<file path="config.mk">
export PLATFORM = sky130hd
export DESIGN_NAME = eeprom_regport
export DESIGN_NICKNAME = d
export VERILOG_FILES = /design/src/rtl/eeprom_regport.sv
export SDC_FILE = /design/constraint.sdc
export NUM_CORES = 1
export LEC_CHECK = 0
export ABC_CLOCK_PERIOD_IN_PS = 1930
export BUFFER_PORTS_ARGS = -buffer_cell sky130_fd_sc_hd__clkbuf_2
export CORE_ASPECT_RATIO = 1.1
export CORE_UTILIZATION = 50
export DETAILED_ROUTE_END_ITERATION = 12
export PLACE_DENSITY = 0.75
export SYNTH_ARGS = -nofsm -noshare
export SYNTH_HDL_FRONTEND = slang
export SYNTH_SLANG_ARGS = --single-unit
</file>
<file path="constraint.sdc">
create_clock -name clk -period 1.93 [get_ports clk]
set_input_delay 0.0965 -clock clk [delete_from_list [all_inputs] [get_ports clk]]
set_output_delay 0.0965 -clock clk [all_outputs]
set_load 0.05 [all_outputs]
</file>
<file path="src/rtl/eeprom_regport.sv">
module eeprom_regport #(
  parameter int          DIV       = 250,
  parameter logic [6:0]  DEV_ADDR  = 7'h50,
  parameter logic [15:0] INIT_ADDR = 16'h0000,
  parameter logic [7:0]  CMD_OFS   = 8'h58,
  parameter logic [7:0]  DATA_OFS  = 8'h5C
) (
  input  logic        clk,
  input  logic        rst_n,
  input  logic        reg_wr,
  input  logic [7:0]  reg_addr,
  input  logic [31:0] reg_wdata,
  output logic [31:0] reg_rdata,
  output logic        scl_o,
  output logic        sda_low_o,
  input  logic        sda_i
);

  localparam int DW = (DIV > 1) ? $clog2(DIV) : 1;
  localparam logic [1:0] LAST_TRY = 2'd2;

  typedef enum logic [1:0] {S_IDLE, S_START, S_BIT, S_STOP} seg_t;

  seg_t        seg;
  logic [1:0]  q;
  logic [DW-1:0] div_cnt;
  logic [3:0]  bitn;
  logic [2:0]  step;
  logic [1:0]  tries;
  logic        nak_q;
  logic [7:0]  rx_q;
  logic        run, init_run;
  logic        start_q, dir_q, done_q, err_q;
  logic [15:0] addr_q;
  logic [7:0]  data_q;
  logic [7:0]  cur_byte;
  logic        scl_w, sda_w;

  wire tick    = run && (div_cnt == DW'(DIV - 1));
  wire end_seg = tick && (q == 2'd3);
  wire smp     = tick && (q == 2'd1);
  wire op_rd   = init_run | dir_q;
  wire [15:0] op_addr = init_run ? INIT_ADDR : addr_q;
  wire recv    = op_rd && (step == 3'd4);
  wire ack_bit = (bitn == 4'd8);
  wire cmd_wr  = reg_wr && (reg_addr == CMD_OFS);
  wire dat_wr  = reg_wr && (reg_addr == DATA_OFS);

  always_comb begin
    case (step)
      3'd0:    cur_byte = {DEV_ADDR, 1'b0};
      3'd1:    cur_byte = op_addr[15:8];
      3'd2:    cur_byte = op_addr[7:0];
      3'd3:    cur_byte = op_rd ? {DEV_ADDR, 1'b1} : data_q;
      default: cur_byte = 8'hFF;
    endcase
  end

  wire tx_bit = (ack_bit || recv) ? 1'b1 : cur_byte[3'd7 - bitn[2:0]];

  always_comb begin
    case (seg)
      S_START: begin scl_w = (q == 2'd1) || (q == 2'd2); sda_w = (q < 2'd2);  end
      S_BIT:   begin scl_w = (q == 2'd1) || (q == 2'd2); sda_w = tx_bit;      end
      S_STOP:  begin scl_w = (q != 2'd0);                sda_w = (q >= 2'd2); end
      default: begin scl_w = 1'b1;                       sda_w = 1'b1;        end
    endcase
  end

  assign scl_o     = scl_w;
  assign sda_low_o = !sda_w;

  assign reg_rdata = (reg_addr == CMD_OFS)  ? {3'b0, err_q, done_q, 1'b0, start_q, dir_q, 8'h00, addr_q} :
                     (reg_addr == DATA_OFS) ? {24'h0, data_q} : 32'h0;

  always_ff @(posedge clk or negedge rst_n) begin
    if (!rst_n) begin
      seg      <= S_START;
      q        <= '0;
      div_cnt  <= '0;
      bitn     <= '0;
      step     <= '0;
      tries    <= '0;
      nak_q    <= 1'b0;
      rx_q     <= '0;
      run      <= 1'b1;
      init_run <= 1'b1;
      start_q  <= 1'b0;
      dir_q    <= 1'b0;
      done_q   <= 1'b0;
      err_q    <= 1'b0;
      addr_q   <= '0;
      data_q   <= '0;
    end else begin
      if (cmd_wr && reg_wdata[28]) err_q <= 1'b0;
      if (cmd_wr && !run) begin
        addr_q <= reg_wdata[15:0];
        dir_q  <= reg_wdata[24];
        if (reg_wdata[25]) begin
          start_q <= 1'b1;
          run     <= 1'b1;
          seg     <= S_START;
          q       <= '0;
          div_cnt <= '0;
          step    <= '0;
          tries   <= '0;
          bitn    <= '0;
          nak_q   <= 1'b0;
        end
      end
      if (dat_wr && !run) data_q <= reg_wdata[7:0];

      if (run) begin
        div_cnt <= tick ? '0 : div_cnt + 1'b1;
        if (tick) q <= q + 1'b1;
        if (smp && seg == S_BIT) begin
          if (ack_bit && !recv) nak_q <= sda_i;
          else if (!ack_bit && recv) rx_q <= {rx_q[6:0], sda_i};
        end
        if (end_seg) begin
          case (seg)
            S_START: begin
              seg  <= S_BIT;
              bitn <= '0;
            end
            S_BIT: begin
              if (!ack_bit)                  bitn <= bitn + 1'b1;
              else if (recv || nak_q)        seg  <= S_STOP;
              else if (!op_rd && step == 3'd3) seg <= S_STOP;
              else if (op_rd && step == 3'd2) begin
                seg  <= S_START;
                step <= 3'd3;
              end else begin
                step <= step + 1'b1;
                bitn <= '0;
              end
            end
            S_STOP: begin
              if (nak_q && tries != LAST_TRY) begin
                tries <= tries + 1'b1;
                seg   <= S_START;
                step  <= '0;
                nak_q <= 1'b0;
              end else begin
                if (nak_q) err_q <= 1'b1;
                else if (op_rd) data_q <= rx_q;
                run     <= 1'b0;
                start_q <= 1'b0;
                seg     <= S_IDLE;
                if (init_run) begin
                  init_run <= 1'b0;
                  done_q   <= 1'b1;
                end
              end
            end
            default: seg <= S_IDLE;
          endcase
        end
      end
    end
  end

  AST_SDA_HOLD_SCL_HIGH: assert property (@(posedge clk) disable iff (!rst_n)
    (seg == S_BIT && scl_o && $past(scl_o)) |-> $stable(sda_low_o));
  AST_START_IMPLIES_RUN: assert property (@(posedge clk) disable iff (!rst_n)
    start_q |-> run);
  AST_DATA_FROZEN_BUSY: assert property (@(posedge clk) disable iff (!rst_n)
    (run && $past(run)) |-> $stable(data_q));
  AST_DONE_STICKY: assert property (@(posedge clk) disable iff (!rst_n)
    $past(done_q) |-> done_q);
  AST_ERR_AT_FINISH: assert property (@(posedge clk) disable iff (!rst_n)
    $rose(err_q) |-> $fell(run));
  AST_TRY_LIMIT: assert property (@(posedge clk) disable iff (!rst_n)
    tries <= LAST_TRY);

endmodule

</file>
-- Yosys cells after proc, flatten, opt, wreduce, memory -nomap -nowiden
Index checks and enable logic that the tools add are counted.
- $add $sub $neg: 6
- $lt $le $gt $ge: 3
- eq/ne operators: 15
- muxes and demuxes: 86
- bitwise logic cells: 3
- reductions and logical operators: 32
- operators with widths (operator ; count):
    8-bit two-way mux ; 13
    2-bit two-way mux ; 18
    4-bit two-way mux ; 8
    8-bit one-hot mux with 4 select lines ; 1
    1-bit two-way mux ; 29
    29-bit two-way mux ; 1
    3-bit two-way mux ; 9
    8-bit by 7-bit equality test with 1-bit output (second input constant) ; 2
    16-bit two-way mux ; 1
    1-bit logical AND ; 15
    8-bit by 1-bit adder with 8-bit output (second input constant) ; 1
    2-bit equality test (second input constant) ; 4
    8-bit equality test (second input constant) ; 1
    4-bit one-hot mux with 2 select lines ; 1
    4-bit AND reduction ; 2
    3-bit by 2-bit equality test with 1-bit output (second input constant) ; 2
    2-bit one-hot mux with 3 select lines ; 1
    3-bit one-hot mux with 2 select lines ; 1
    2-bit nonzero test ; 3
    1-bit logical NOT ; 5
    5-bit AND reduction ; 1
    2-bit by 1-bit adder with 2-bit output (second input constant) ; 2
    4-bit by 1-bit adder with 4-bit output (second input constant) ; 1
    2-bit by 1-bit equality test with 1-bit output (second input constant) ; 2
    other kinds (18) ; 21
- register bits after elaboration: 60
- input port bits: 44
- word-level logic and storage cells: 161

-- Longest topological paths before layout
Gate-level depths: netlist (run 1).
- depth after elaboration: 11
- depth in mapped cells: 9

-- Worst setup path before layout (run 1)
OpenSTA, ideal clock, no wires.
- path type: flip-flop to output port
- from: reg step[0]
- to: out sda_low_o
- data arrival time: 2433 ps
- data required time: 1833 ps
- path slack: -600 ps
- cell stages (with the launch flop): 8
- buffers on the path: 0
- cell sequence: dfrtp_1 ha_1 ha_1 nor3b_2 a221oi_1 a311oi_1 a311o_1 a21oi_1
- cells in the longest elaborated chain, start to end: 7
- RTL lines (what ; RTL line ; RTL):
    start, declared ; 28 ; logic [2:0] step;
    start signal, assigned ; 134 ; step <= step + 1'b1;
    3-bit by 2-bit equality test with 1-bit output, or another cell as far along ; 50 ; case (step)
    8-bit one-hot mux with 4 select lines ; 50 ;
    1-bit binary-select mux with 3-bit select ; 59 ; wire tx_bit = (ack_bit || recv) ? 1'b1 : cur_byte[3'd7 - bitn[2:0]];
    1-bit two-way mux (implied by the code) ; 59 ;
    1-bit two-way mux (*) ; 59 ;
    1-bit one-hot mux with 3 select lines (*) ; 62 ; case (seg)
    1-bit logical NOT (*) ; 71 ; assign sda_low_o = !sda_w;
    end, declared ; 15 ; output logic sda_low_o,
Mark *: on every way between the ends. The rest lies on a longest branch, timed or not. The select of a mux whose other input is x is not followed.

-- Worst setup path in the final report (run 1)
Same ends and word-level chain as after synthesis.

==> summary.md, run 1 <==
| Metric | Value |
|---|---|
| Syn Inst Count | `358` |
| Final period util | `125%` |
| Vias in the first global route | `~3200` |
| WHS | `14.7 ps` |
| Final worst slack | `-482 ps` |
| Most frequent CP cell | `buf_4` |
| DRT iter0 DRCs | `250` |
| Clock power share | `33.9%` |
| FF+latch count, synth | `60` |
| Post-Synth XOR/XNOR Area | `0.241%` |
| CP max stage delay | `450 ps` |
| Synth Area in Compound Gates | `16.1%` |
| Max VDD drop | `0.628 mV` |
| Count of final hold-check violations | `0` |
| Layout area overhead | `33.8%` |
| RePlAce Congestion | `between 0.8 and 0.9` |
| Post-layout min period | `around 2400 ps` |
| Die area | `7600 um^2` |
| DP Worst Slack | `-352 ps` |
| Main synth FF type | `dfrtp_1` |
| Simple-Gate Fraction of Synth Area | `18.4%` |
| Yosys top cell area share | `39.3%` |
| Routed vias/inst | `slightly below 6` |
| CP max-delay cell | `dfrtp_2` |
| Clock Latency Late Sink | `roughly 350 ps` |
| Vias | `approximately 3200` |
| Largest family of logic cells by synthesized area | `simple AND/OR/NAND/NOR gates` |
| Fmax | `0.415 GHz` |
| RSZ-0062 raised after global routing | `true` |
| Gr usage total | `25.6%` |
| Initial antenna violation count | `0` |
| Pre-antenna DRT Iters | `5` |
| Multi-input gate area | `~2200 um^2` |
| Count of cell types in the netlist | `58` |
| Sequential fraction of the synthesis area | `41.5%` |
| Worst Path Arrival | `2320 ps` |
| Pin count of the biggest net entering global routing | `between 60 and 70` |
| Sw Pwr | `between 1 and 1.5 mW` |
| Fill count | `482` |
| Slew margin rel. | `approximately two fifths` |
| Fraction of layout cells with a size suffix above 1 | `40.8%` |
| Status | `finished with violations` |
| Initial Utilization | `51.8%` |
| Skew final | `12.5 ps` |
| Hold path depth | `2` |
| Crit path kind | `flip-flop to primary output` |
| Final WL | `9790 um` |
| Combinational share of power | `21.2%` |
| Violated checks | `negative setup slack` |
| Mean routed wirelength per cell | `17.8 um` |
| Routed Antenna Nets | `0` |
| IO Count | `78` |
| Internal power | `roughly 2.3 mW` |
| Mean post-synth cell area | `between 10 and 15 um^2` |
| Clock slew at reported path FFs | `~80 ps` |
| Max-cap violation count | `0` |
| Worst R2R End | `step[0]` |
| Seq. cell area | `around 1500 um^2` |
| CP endpoint kind | `primary output` |
| Remaining DRCs | `0` |
| Congestion Overflow GR | `0` |
| Clock root cell | `clkbuf_8` |
| PD cells | `714 nW/um^2` |
| Switching part of the total power | `33.0%` |
| Die height | `91.3 um` |
| Area of the mapped netlist | `3630 um^2` |
| Startpoint Class | `flip-flop` |
| Endpoints failing setup | `10` |
| Synthesized-area fraction occupied by adder cells | `6.21%` |
| List of most frequent post-synthesis cells | `dfrtp_1 (57), nand2_1 (33), o21ai_0 (30)` |
| Worst Tran Pin Value | `904 ps` |
| Static Leakage | `2.34 nW` |
| Final net count | `523` |
| Synth area leader | `dfrtp_1` |
| R2R Path Start | `step[1]` |
| FF-to-FF setup slack | `-170 ps` |
| Area contributors post-synth | `dfrtp_1 (39%), mux2_2 (8.7%), ha_1 (6.2%), o21ai_0 (4.1%), nand2_1 (3.4%)` |
| H-tree Lvls | `3` |
| Core area | `7010 um^2` |
| Min-Delay Path Class | `input port to flip-flop` |
| Die X | `83.2 um` |
| Port bufs | `52` |
| CTS Buffer Depth | `2` |
| Final HPWL DP | `roughly 6300 um` |
| CTS tree | `yes` |
| CTS buffer count | `9` |
| Crit-path cells | `buf_4 > ha_2 > buf_4 > a22o_1 > a22oi_1 > and4_1 > nor4_4 > a21oi_4 > buf_8` |
| Slew Viols, Final | `0` |
| Post-synth EDFFs | `0` |
| Wire length of the first global-routing pass | `15400 um` |
| Most instantiated library cell after synthesis | `dfrtp_1` |
| Sequential group share of total power | `roughly 45%` |
| Diode count | `0` |
| Proportion of synthesized area in mux cells | `10.9%` |
| Worst Setup EP | `sda_low_o` |
| Worst setup path start | `step[0]` |
| Yosys warnings | `0` |
| Reg2reg path depth | `9` |
| Max Fanout on Critical Path | `6` |
| CTS sink count | `60` |
| Worst Path Required | `roughly 1800 ps` |
| Row count | `32` |
| Ys async rst share | `between 90% and 100%` |
## sequential cells by signal, indices dropped and copies added, names as in the netlist, 2 cells and up
register and cells:
seg 2, q 2, addr_q 16, data_q 8, div_cnt 8, bitn 4, step 3, tries 2
rx_q 8
## routing by layer
layer / part of all wire [%] / GRT usage [%] / routed length, um / up-vias
li1: - / - / - / 1480
met1: 41 / 31.9 / 4040 / 1586
met2: 50 / 42.1 / 4880 / 142
met3: 5.8 / 6.73 / 568 / 32
met4: 3.0 / 10.5 / 294 / 0
met5: 0 / 0 / 0 / -
## worst max-delay path, delay by kind of cell, from the launching register on
family,cells,cell delay [ps]
buf+inv,3,470
flops,1,450
fa+ha+maj,1,190
compound gates,3,530
simple gates,2,320
## worst min-delay path by stage
stage / start / slack (ps) / end
5_1_grt: reg_wdata[0] / 2 / addr_q[0]
3_3_place_gp: rst_n / 130 / div_cnt[7]
2_1_floorplan: rst_n / -200 / addr_q[0]
3_5_place_dp: rst_n / 130 / div_cnt[6]
4_1_cts: reg_wdata[0] / 4 / addr_q[0]
6_report: reg_wdata[0] / 10 / addr_q[0]
## what timing repair did
action | CTS | global route
hold buffers | 16 | 0
endpoints found under the setup margin | 19 | 31
cloned | 0 | 0
setup buffers | 3 | 9
endpoints found under the hold margin | 72 | 0
gates resized for setup | 27 | 34
pin swaps | 16 | 17
## power by group through the flow
stage / combinational [mW] / clock [mW] / sequential [mW]
4_1_cts: 0.609 / 1.19 / 1.54
2_1_floorplan: 0.374 / 0 / 1.53
3_3_place_gp: 0.513 / 0 / 1.55
6_report: 0.733 / 1.17 / 1.56
3_5_place_dp: 0.536 / 0 / 1.56
5_1_grt: 0.797 / 1.25 / 1.57
## layout make-up
cell class                 instances  share of cell area [%]
multi-input combinational        267                    45.2
sequential                        60                    31.1
timing repair buffer             107                    16.1
clock buffer                       9                    2.55
tap                               85                    2.19
clock inverter                     7                    1.55
inverter                          16                    1.29
## logic make-up after synthesis
logic type	count (synthesis)
AOI/OAI and AO/OA	87
xor gates and xnor gates	1
adders and majority gates	18
buffers and inverters	42
DFF	60
muxes	36
other	1
and+or+nand+nor	113
## through the flow
step	power, mW	TNS, ps	instance area (um^2)	util (%)	instances
after global placement	2.07	-938	4130	58.9	509
after floorplan	1.90	-136	3690	-	369
after detailed placement	2.10	-2280	4130	58.9	509
final	3.46	-1430	4850	69.3	551
after CTS	3.34	-539	4650	66.3	543
after global routing	3.62	-2270	4850	69.3	551
## placed cells by master (no fill, tap or decap), types with 3 or more instances in the layout
cell,synthesis,routed
nor2b_1,4,4
buf_4,15,33
dlygate4sd3_1,0,16
buf_6,3,3
clkbuf_2,0,50
o21ai_0,30,28
a31oi_1,3,3
a21oi_2,1,3
ha_1,18,13
buf_12,0,3
a21oi_1,10,7
clkbuf_8,0,9
nand2_1,33,32
nor3_4,3,4
conb_1,1,12
a22oi_1,6,4
inv_1,16,13
nand3_1,13,11
o21ai_1,5,7
nor2_1,17,14
or2_2,3,3
and2_1,14,14
nand4_1,6,6
dfstp_2,3,3
mux2i_1,8,8
ha_4,0,3
dfrtp_1,57,55
a22o_1,12,12
mux2_2,28,27
Power figures use the tool's default switching activity.
==> inputs of run 2 (changes only) <==
--- a/config.mk
+++ b/config.mk
@@ -9,8 +9,10 @@
 export BUFFER_PORTS_ARGS = -buffer_cell sky130_fd_sc_hd__clkbuf_2
 export CORE_ASPECT_RATIO = 1.1
 export CORE_UTILIZATION = 50
+export CTS_CLUSTER_SIZE = 40
 export DETAILED_ROUTE_END_ITERATION = 12
-export PLACE_DENSITY = 0.75
+export PLACE_DENSITY = 0.89
 export SYNTH_ARGS = -nofsm -noshare
 export SYNTH_HDL_FRONTEND = slang
 export SYNTH_SLANG_ARGS = --single-unit
+export TNS_END_PERCENT = 100
==> run 2 against run 1 <==
The run still ends with negative setup slack left. Maximum frequency fell by 4.8%. Critical path type unchanged. Critical path depth did not move. Largest power group unchanged. Core utilization rose by 0.38 points. Non-clock buffer count fell by 4. Sequential cell count did not move. Sequential share of layout area fell by 0.19 points. Cell count fell by 0.73%. Routed wire length rose by 24%. Critical endpoint unchanged.
==> summary.md, run 2 (same netlist as run 1, synthesis figures left out) <==
| Metric | Value |
|---|---|
| Worst Path Required | `1830 ps (about the same)` |
| Worst R2R End | `seg[1] (was step[0])` |
| Final WL | `12100 um (was 9790 um)` |
| Commonest non-fill, non-tap cell in the layout | `dfrtp_1 (unchanged)` |
| CP max stage delay | `460 ps (was 450 ps)` |
| CTS buffer count | `9 (unchanged)` |
| Clock slew at reported path FFs | `90 ps (was 80 ps)` |
| Clock root cell | `clkbuf_8 (unchanged)` |
| Crit path kind | `flip-flop to primary output (unchanged)` |
| Fraction of layout cells with a size suffix above 1 | `41.8% (was 40.8%)` |
| Max Fanout on Critical Path | `5 (was 6)` |
| Placed inst area | `4150 um^2 (was 4130 um^2)` |
| Routed Antenna Nets | `0 (unchanged)` |
| Worst setup path start | `step[0] (unchanged)` |
| CTS sink count | `60 (unchanged)` |
| Crit-path cells | `ha_2 > ha_4 > nor3b_4 > buf_4 > a21oi_2 > o21ai_1 > a311o_1 > a21oi_4 > buf_12 (was buf_4 > ha_2 > buf_4 > a22o_1 > a22oi_1 > and4_1 > nor4_4 > a21oi_4 > buf_8)` |
| DP Worst Slack | `-218 ps (was -352 ps)` |
| RePlAce Congestion | `0.956 (was 0.879)` |
| R2R Path Start | `step[0] (was step[1])` |
| Final HPWL DP | `6440 um (was 6320 um)` |
| Count of final hold-check violations | `0 (unchanged)` |
| Clock Latency Late Sink | `370 ps (was 350 ps)` |
| Max reg flops | `16 (unchanged)` |
| Fmax | `0.395 GHz (was 0.415 GHz)` |
| Routed vias/inst | `6.51 (was 5.88)` |
| CTS tree | `yes (unchanged)` |
| Fill count | `432 (was 482)` |
| Commonest cells after routing, fill and taps aside | `dfrtp_1 (56), clkbuf_2 (50), nand2_1 (32), buf_4 (28) (was dfrtp_1 (55), clkbuf_2 (50), buf_4 (33), nand2_1 (32), o21ai_0 (28))` |
| Pwr Total | `3.60 mW (was 3.46 mW)` |
| Congestion Overflow GR | `0 (unchanged)` |
| Endpoints failing setup | `19 (was 10)` |
| Core area | `7010 um^2 (unchanged)` |
| Gr usage total | `31.3% (was 25.6%)` |
| Slew Viols, Final | `0 (unchanged)` |
| RSZ-0062 raised after global routing | `true (unchanged)` |
| Final period util | `131% (was 125%)` |
| Hold path start | `reg_wdata[2] (was reg_wdata[0])` |
| Vias in the first global route | `3415 (was 3175)` |
| Die area | `7600 um^2 (unchanged)` |
| Worst Tran Pin Value | `917 ps (was 904 ps)` |
| Skew final | `19.0 ps (was 12.5 ps)` |
| Row count | `32 (unchanged)` |
| Pin count of the biggest net entering global routing | `39 (was 61)` |
| DRT iter0 DRCs | `507 (was 250)` |
| Die height | `91.3 um (unchanged)` |
| Initial antenna violation count | `0 (unchanged)` |
| Buf/Inv on CP | `2 (was 3)` |
| Min-Delay Path Class | `input port to flip-flop (unchanged)` |
| CP max-delay cell | `dfrtp_2 (unchanged)` |
| Multi-input gate area | `2220 um^2 (was 2190 um^2)` |
| Reg2reg path depth | `9 (unchanged)` |
| Hold path depth | `2 (unchanged)` |
| Wire length of the first global-routing pass | `18300 um (was 15400 um)` |
| Layout area overhead | `34.5% (was 33.8%)` |
| Biggest register | `addr_q (unchanged)` |
| Setup tns final | `-2400 ps (was -1430 ps)` |
| Critical path depth in cells | `9 (unchanged)` |
| Pre-antenna DRT Iters | `6 (was 5)` |
| CP endpoint kind | `primary output (unchanged)` |
| Status | `finished with violations (unchanged)` |
| Die X | `83.2 um (unchanged)` |
| Max-cap violation count | `0 (unchanged)` |
| IO Count | `78 (unchanged)` |
| Remaining DRCs | `0 (unchanged)` |
| Final net count | `519 (was 523)` |
| Mean routed wirelength per cell | `22.1 um (was 17.8 um)` |
| Port bufs | `52 (unchanged)` |
| PD cells | `739 nW/um^2 (was 714 nW/um^2)` |
| Slew margin rel. | `38.6% (was 39.4%)` |
| Post-layout min period | `2530 ps (was 2410 ps)` |
| FF-to-FF setup slack | `-150 ps (was -170 ps)` |
| CP top delay family | `compound AO/OA/AOI/OAI gates (unchanged)` |
| WHS | `14.7 ps (about the same)` |
| Hold path endpoint | `addr_q[2] (was addr_q[0])` |
| Diode count | `0 (unchanged)` |
| CTS Buffer Depth | `2 (unchanged)` |
| Initial Utilization | `51.8% (unchanged)` |
| Worst Path Arrival | `2440 ps (was 2320 ps)` |
| Static Leakage | `2.33 nW (was 2.34 nW)` |
| Startpoint Class | `flip-flop (unchanged)` |
| Seq. cell area | `1510 um^2 (about the same)` |
| H-tree Lvls | `3 (unchanged)` |
| Final worst slack | `-604 ps (was -482 ps)` |
| Violated checks | `negative setup slack (unchanged)` |
| Vias | `3563 (was 3240)` |
| Max VDD drop | `0.633 mV (was 0.628 mV)` |
| Design area | `4880 um^2 (was 4850 um^2)` |
[run 2: cell type report]
type                            instances  share of cell area [%]
Clock buffer                            9                    2.54
Clock inverter                          7                    1.54
Inverter                               16                    1.38
Multi-Input combinational cell        267                    45.6
Sequential cell                        60                    30.9
Tap cell                               85                    2.18
Timing Repair Buffer                  103                    15.9
[run 2: worst max path at each step]
| stage | slack [ps] | to |
|---|---|---|
| 2_1_floorplan | -140 | sda_low_o |
| 6_report | -600 | sda_low_o |
| 4_1_cts | -440 | sda_low_o |
| 5_1_grt | -630 | sda_low_o |
| 3_5_place_dp | -220 | sda_low_o |
| 3_3_place_gp | -140 | sda_low_o |
[run 2: routing by layer]
layer / routed length, um / global-route usage [%] / share of wire (%) / up-vias
met2: 5840 / 51.2 / 48 / 320
met3: 1180 / 7.18 / 9.7 / 97
met1: 4180 / 37.6 / 34 / 1677
li1: - / - / - / 1469
met4: 922 / 18.7 / 7.6 / 0
met5: 0 / 0 / 0 / -
[run 2: timing repair]
item,in CTS,in global routing
buffers inserted,1,5
pin swaps,12,6
resized for setup,42,27
endpoints found under the setup margin,20,30
cloned,0,1
hold buffers,14,0
hold endpoints to repair,34,0
[run 2: power by group]
part | internal, mW | switching [mW]
clock network | 0.602 | 0.594
logic | 0.384 | 0.470
registers | 1.38 | 0.173
total | 2.37 | 1.24
[run 2: through the flow]
stage	instances	util [%]
after floorplan	369	-
after global placement	510	59.2
after detailed placement	510	59.2
after CTS	541	67.1
after global routing	547	69.6
final	547	69.6
==> inputs of run 3 (changes only) <==
--- a/config.mk
+++ b/config.mk
@@ -5,13 +5,13 @@
 export SDC_FILE = /design/constraint.sdc
 export NUM_CORES = 1
 export LEC_CHECK = 0
-export ABC_CLOCK_PERIOD_IN_PS = 1930
+export ABC_CLOCK_PERIOD_IN_PS = 2900
 export BUFFER_PORTS_ARGS = -buffer_cell sky130_fd_sc_hd__clkbuf_2
 export CORE_ASPECT_RATIO = 1.1
-export CORE_UTILIZATION = 50
+export CORE_UTILIZATION = 55
 export CTS_CLUSTER_SIZE = 40
 export DETAILED_ROUTE_END_ITERATION = 12
-export PLACE_DENSITY = 0.89
+export PLACE_DENSITY = 0.92
 export SYNTH_ARGS = -nofsm -noshare
 export SYNTH_HDL_FRONTEND = slang
 export SYNTH_SLANG_ARGS = --single-unit
==> constraint.sdc (replaced) <==
create_clock -name clk -period 2.9 [get_ports clk]
set_input_delay 0.145 -clock clk [delete_from_list [all_inputs] [get_ports clk]]
set_output_delay 0.145 -clock clk [all_outputs]
set_load 0.05 [all_outputs]
==> run 3 against run 2 <==
The run now ends clean. Power fell by 43%. Global-route usage decreased by 4.2 points. Routed wire length shrank 27%. Clock skew barely moved. Sequential power decreased by 34%. Critical path type unchanged. Highest routed layer unchanged.
==> summary.md, run 3 (same netlist as run 1, synthesis figures left out) <==
| Metric | Value |
|---|---|
| Status | `complete, no violations (was finished with violations)` |
| Congestion Overflow GR | `0 (unchanged)` |
| Commonest non-fill, non-tap cell in the layout | `dfrtp_1 (unchanged)` |
| RSZ-0062 raised after global routing | `false (was true)` |
| Max-cap violation count | `0 (unchanged)` |
| Commonest cells after routing, fill and taps aside | `dfrtp_1 (57), clkbuf_2 (51), nand2_1 (33), o21ai_0 (30), mux2_2 (28) (was dfrtp_1 (56), clkbuf_2 (50), nand2_1 (32), buf_4 (28))` |
| Core area | `6270 um^2 (was 7010 um^2)` |
| Fmax | `0.357 GHz` |
| PD cells | `507 nW/um^2 (was 739 nW/um^2)` |
| Die height | `87.2 um (was 91.3 um)` |
| CTS buffer count | `9 (unchanged)` |
| Endpoints failing setup | `0 (was 19)` |
| R2R Path Start | `run (was step[0])` |
| DRT iter0 DRCs | `329 (was 507)` |
| Biggest register | `addr_q (unchanged)` |
| Reg2reg path depth | `4 (was 9)` |
| Routed Antenna Nets | `0 (unchanged)` |
| Hold path start | `reg_wdata[15] (was reg_wdata[2])` |
| Pwr Total | `2.06 mW (was 3.60 mW)` |
| CTS Buffer Depth | `2 (unchanged)` |
| Slew Viols, Final | `0 (unchanged)` |
| Worst Path Required | `2760 ps (was 1830 ps)` |
| Pin count of the biggest net entering global routing | `23 (was 39)` |
| Startpoint Class | `flip-flop (unchanged)` |
| Static Leakage | `2.05 nW (was 2.33 nW)` |
| Post-layout min period | `2800 ps` |
| Wire length of the first global-routing pass | `14000 um (was 18300 um)` |
| Setup tns final | `0 ps (was -2400 ps)` |
| Final WL | `8900 um (was 12100 um)` |
| Vias | `3050 (was 3563)` |
| Routed vias/inst | `6.16 (was 6.51)` |
| Layout area overhead | `11.9% (was 34.5%)` |
| Port bufs | `52 (unchanged)` |
| Max VDD drop | `0.392 mV (was 0.633 mV)` |
| Clock root cell | `clkbuf_8 (unchanged)` |
| Final net count | `472 (was 519)` |
| Worst Path Arrival | `2660 ps (was 2440 ps)` |
| Gr usage total | `27.1% (was 31.3%)` |
| Post-route insts no fill | `495 (was 547)` |
| Placed inst area | `3870 um^2 (was 4150 um^2)` |
| Die area | `6920 um^2 (was 7600 um^2)` |
| Clock slew at reported path FFs | `80 ps (was 90 ps)` |
| Final period util | `96.6%` |
| Count of final hold-check violations | `0 (unchanged)` |
| Fraction of layout cells with a size suffix above 1 | `28.9% (was 41.8%)` |
| Initial Utilization | `57.9% (was 51.8%)` |
| Remaining DRCs | `0 (unchanged)` |
| Final HPWL DP | `6320 um (was 6440 um)` |
| Mean routed wirelength per cell | `18.0 um (was 22.1 um)` |
| Hold path depth | `2 (unchanged)` |
| CTS tree | `yes (unchanged)` |
| CP endpoint kind | `primary output (unchanged)` |
| WHS | `1.47 ps (was 14.7 ps)` |
| H-tree Lvls | `3 (unchanged)` |
| DP Cell Count | `478 (was 510)` |
| Worst R2R End | `data_q[5] (was seg[1])` |
| Slew margin rel. | `36.2% (was 38.6%)` |
| Diode count | `0 (unchanged)` |
| IO Count | `78 (unchanged)` |
| Design area | `4060 um^2 (was 4880 um^2)` |
| FF-to-FF setup slack | `590 ps (was -150 ps)` |
| Vias in the first global route | `2967 (was 3415)` |
| Min-Delay Path Class | `input port to flip-flop (unchanged)` |
| Pre-antenna DRT Iters | `5 (was 6)` |
| Clock Latency Late Sink | `370 ps (about the same)` |
| CTS sink count | `60 (unchanged)` |
| RePlAce Congestion | `0.897 (was 0.956)` |
| Skew final | `18.7 ps (was 19.0 ps)` |
| Worst Tran Pin Value | `952 ps (was 917 ps)` |
| Max Fanout on Critical Path | `7 (was 5)` |
| Max reg flops | `16 (unchanged)` |
| Initial antenna violation count | `0 (unchanged)` |
| Row count | `30 (was 32)` |
| Hold path endpoint | `addr_q[15] (was addr_q[2])` |
| Crit path kind | `flip-flop to primary output (unchanged)` |
| Die X | `79.4 um (was 83.2 um)` |
run 3: cell types whose count changed in the layout (fill, tap and decap cells not counted), moves of 5 or more:
| cell | previous run | this run |
|---|---|---|
| a21oi_1 | 5 | 10 |
| buf_4 | 28 | 3 |
| buf_6 | 5 | 0 |
| dlygate4sd3_1 | 14 | 1 |
| ha_1 | 11 | 18 |
| ha_4 | 6 | 0 |
run 3: worst max-delay path by stage:
stage / end / depth (start not counted) / slack (ps) / startpoint
6_report: sda_low_o / 8 / 100 / step[0]
5_1_grt: sda_low_o / 8 / 10 / step[1]
4_1_cts: sda_low_o / 8 / 120 / step[0]
3_5_place_dp: sda_low_o / 8 / 520 / step[0]
3_3_place_gp: sda_low_o / 8 / 520 / step[0]
2_1_floorplan: sda_low_o / 7 / 320 / step[0]
run 3: critical path, stage by stage, from the launching register on:
cell and delay (ps):
dfrtp_1 420, ha_1 220, ha_1 210, nor3b_2 220
a221oi_1 350, a311oi_1 90, a311o_1 340, a21oi_1 170
clkbuf_4 250
run 3: metrics by stage:
| step | worst slack (ps) | utilization, % |
|---|---|---|
| after floorplan | 322 | - |
| after global placement | 524 | 61.8 |
| after detailed placement | 519 | 61.8 |
| after CTS | 117 | 64.7 |
| after global routing | 11.2 | 64.8 |
| final | 99.8 | 64.8 |
run 3: timing repair:
item	CTS	global route
hold buffers	1	0
resized for setup	0	2
endpoints found under the setup margin	0	1
endpoints found under the hold margin	20	0
buffers inserted	0	0
run 3: routing by layer:
layer / part of all wire [%] / GRT usage [%] / vias to the layer above
met5: 0 / 0 / -
met3: 7.2 / 6.28 / 28
met4: 2.5 / 14.2 / 0
li1: - / - / 1374
met2: 49 / 44.5 / 165
met1: 41 / 33.2 / 1483
run 3: layout make-up:
cell class              count  area, um^2
fillers                   507        2210
multi-input cells         267        1920
flip-flops and latches     60        1510
repair buffers             56         295
clock buffers               9         124
well taps                  80         100
inverters                  16        60.1
clock inverters             7        51.3
run 3: power by group:
group / switching, mW / internal, mW / total [mW] / leakage, nW
combinational: 0.202 / 0.124 / 0.326 / 1.25
clock: 0.386 / 0.312 / 0.698 / 0.0856
sequential: 0.115 / 0.920 / 1.03 / 0.710
total: 0.703 / 1.35 / 2.06 / 2.05
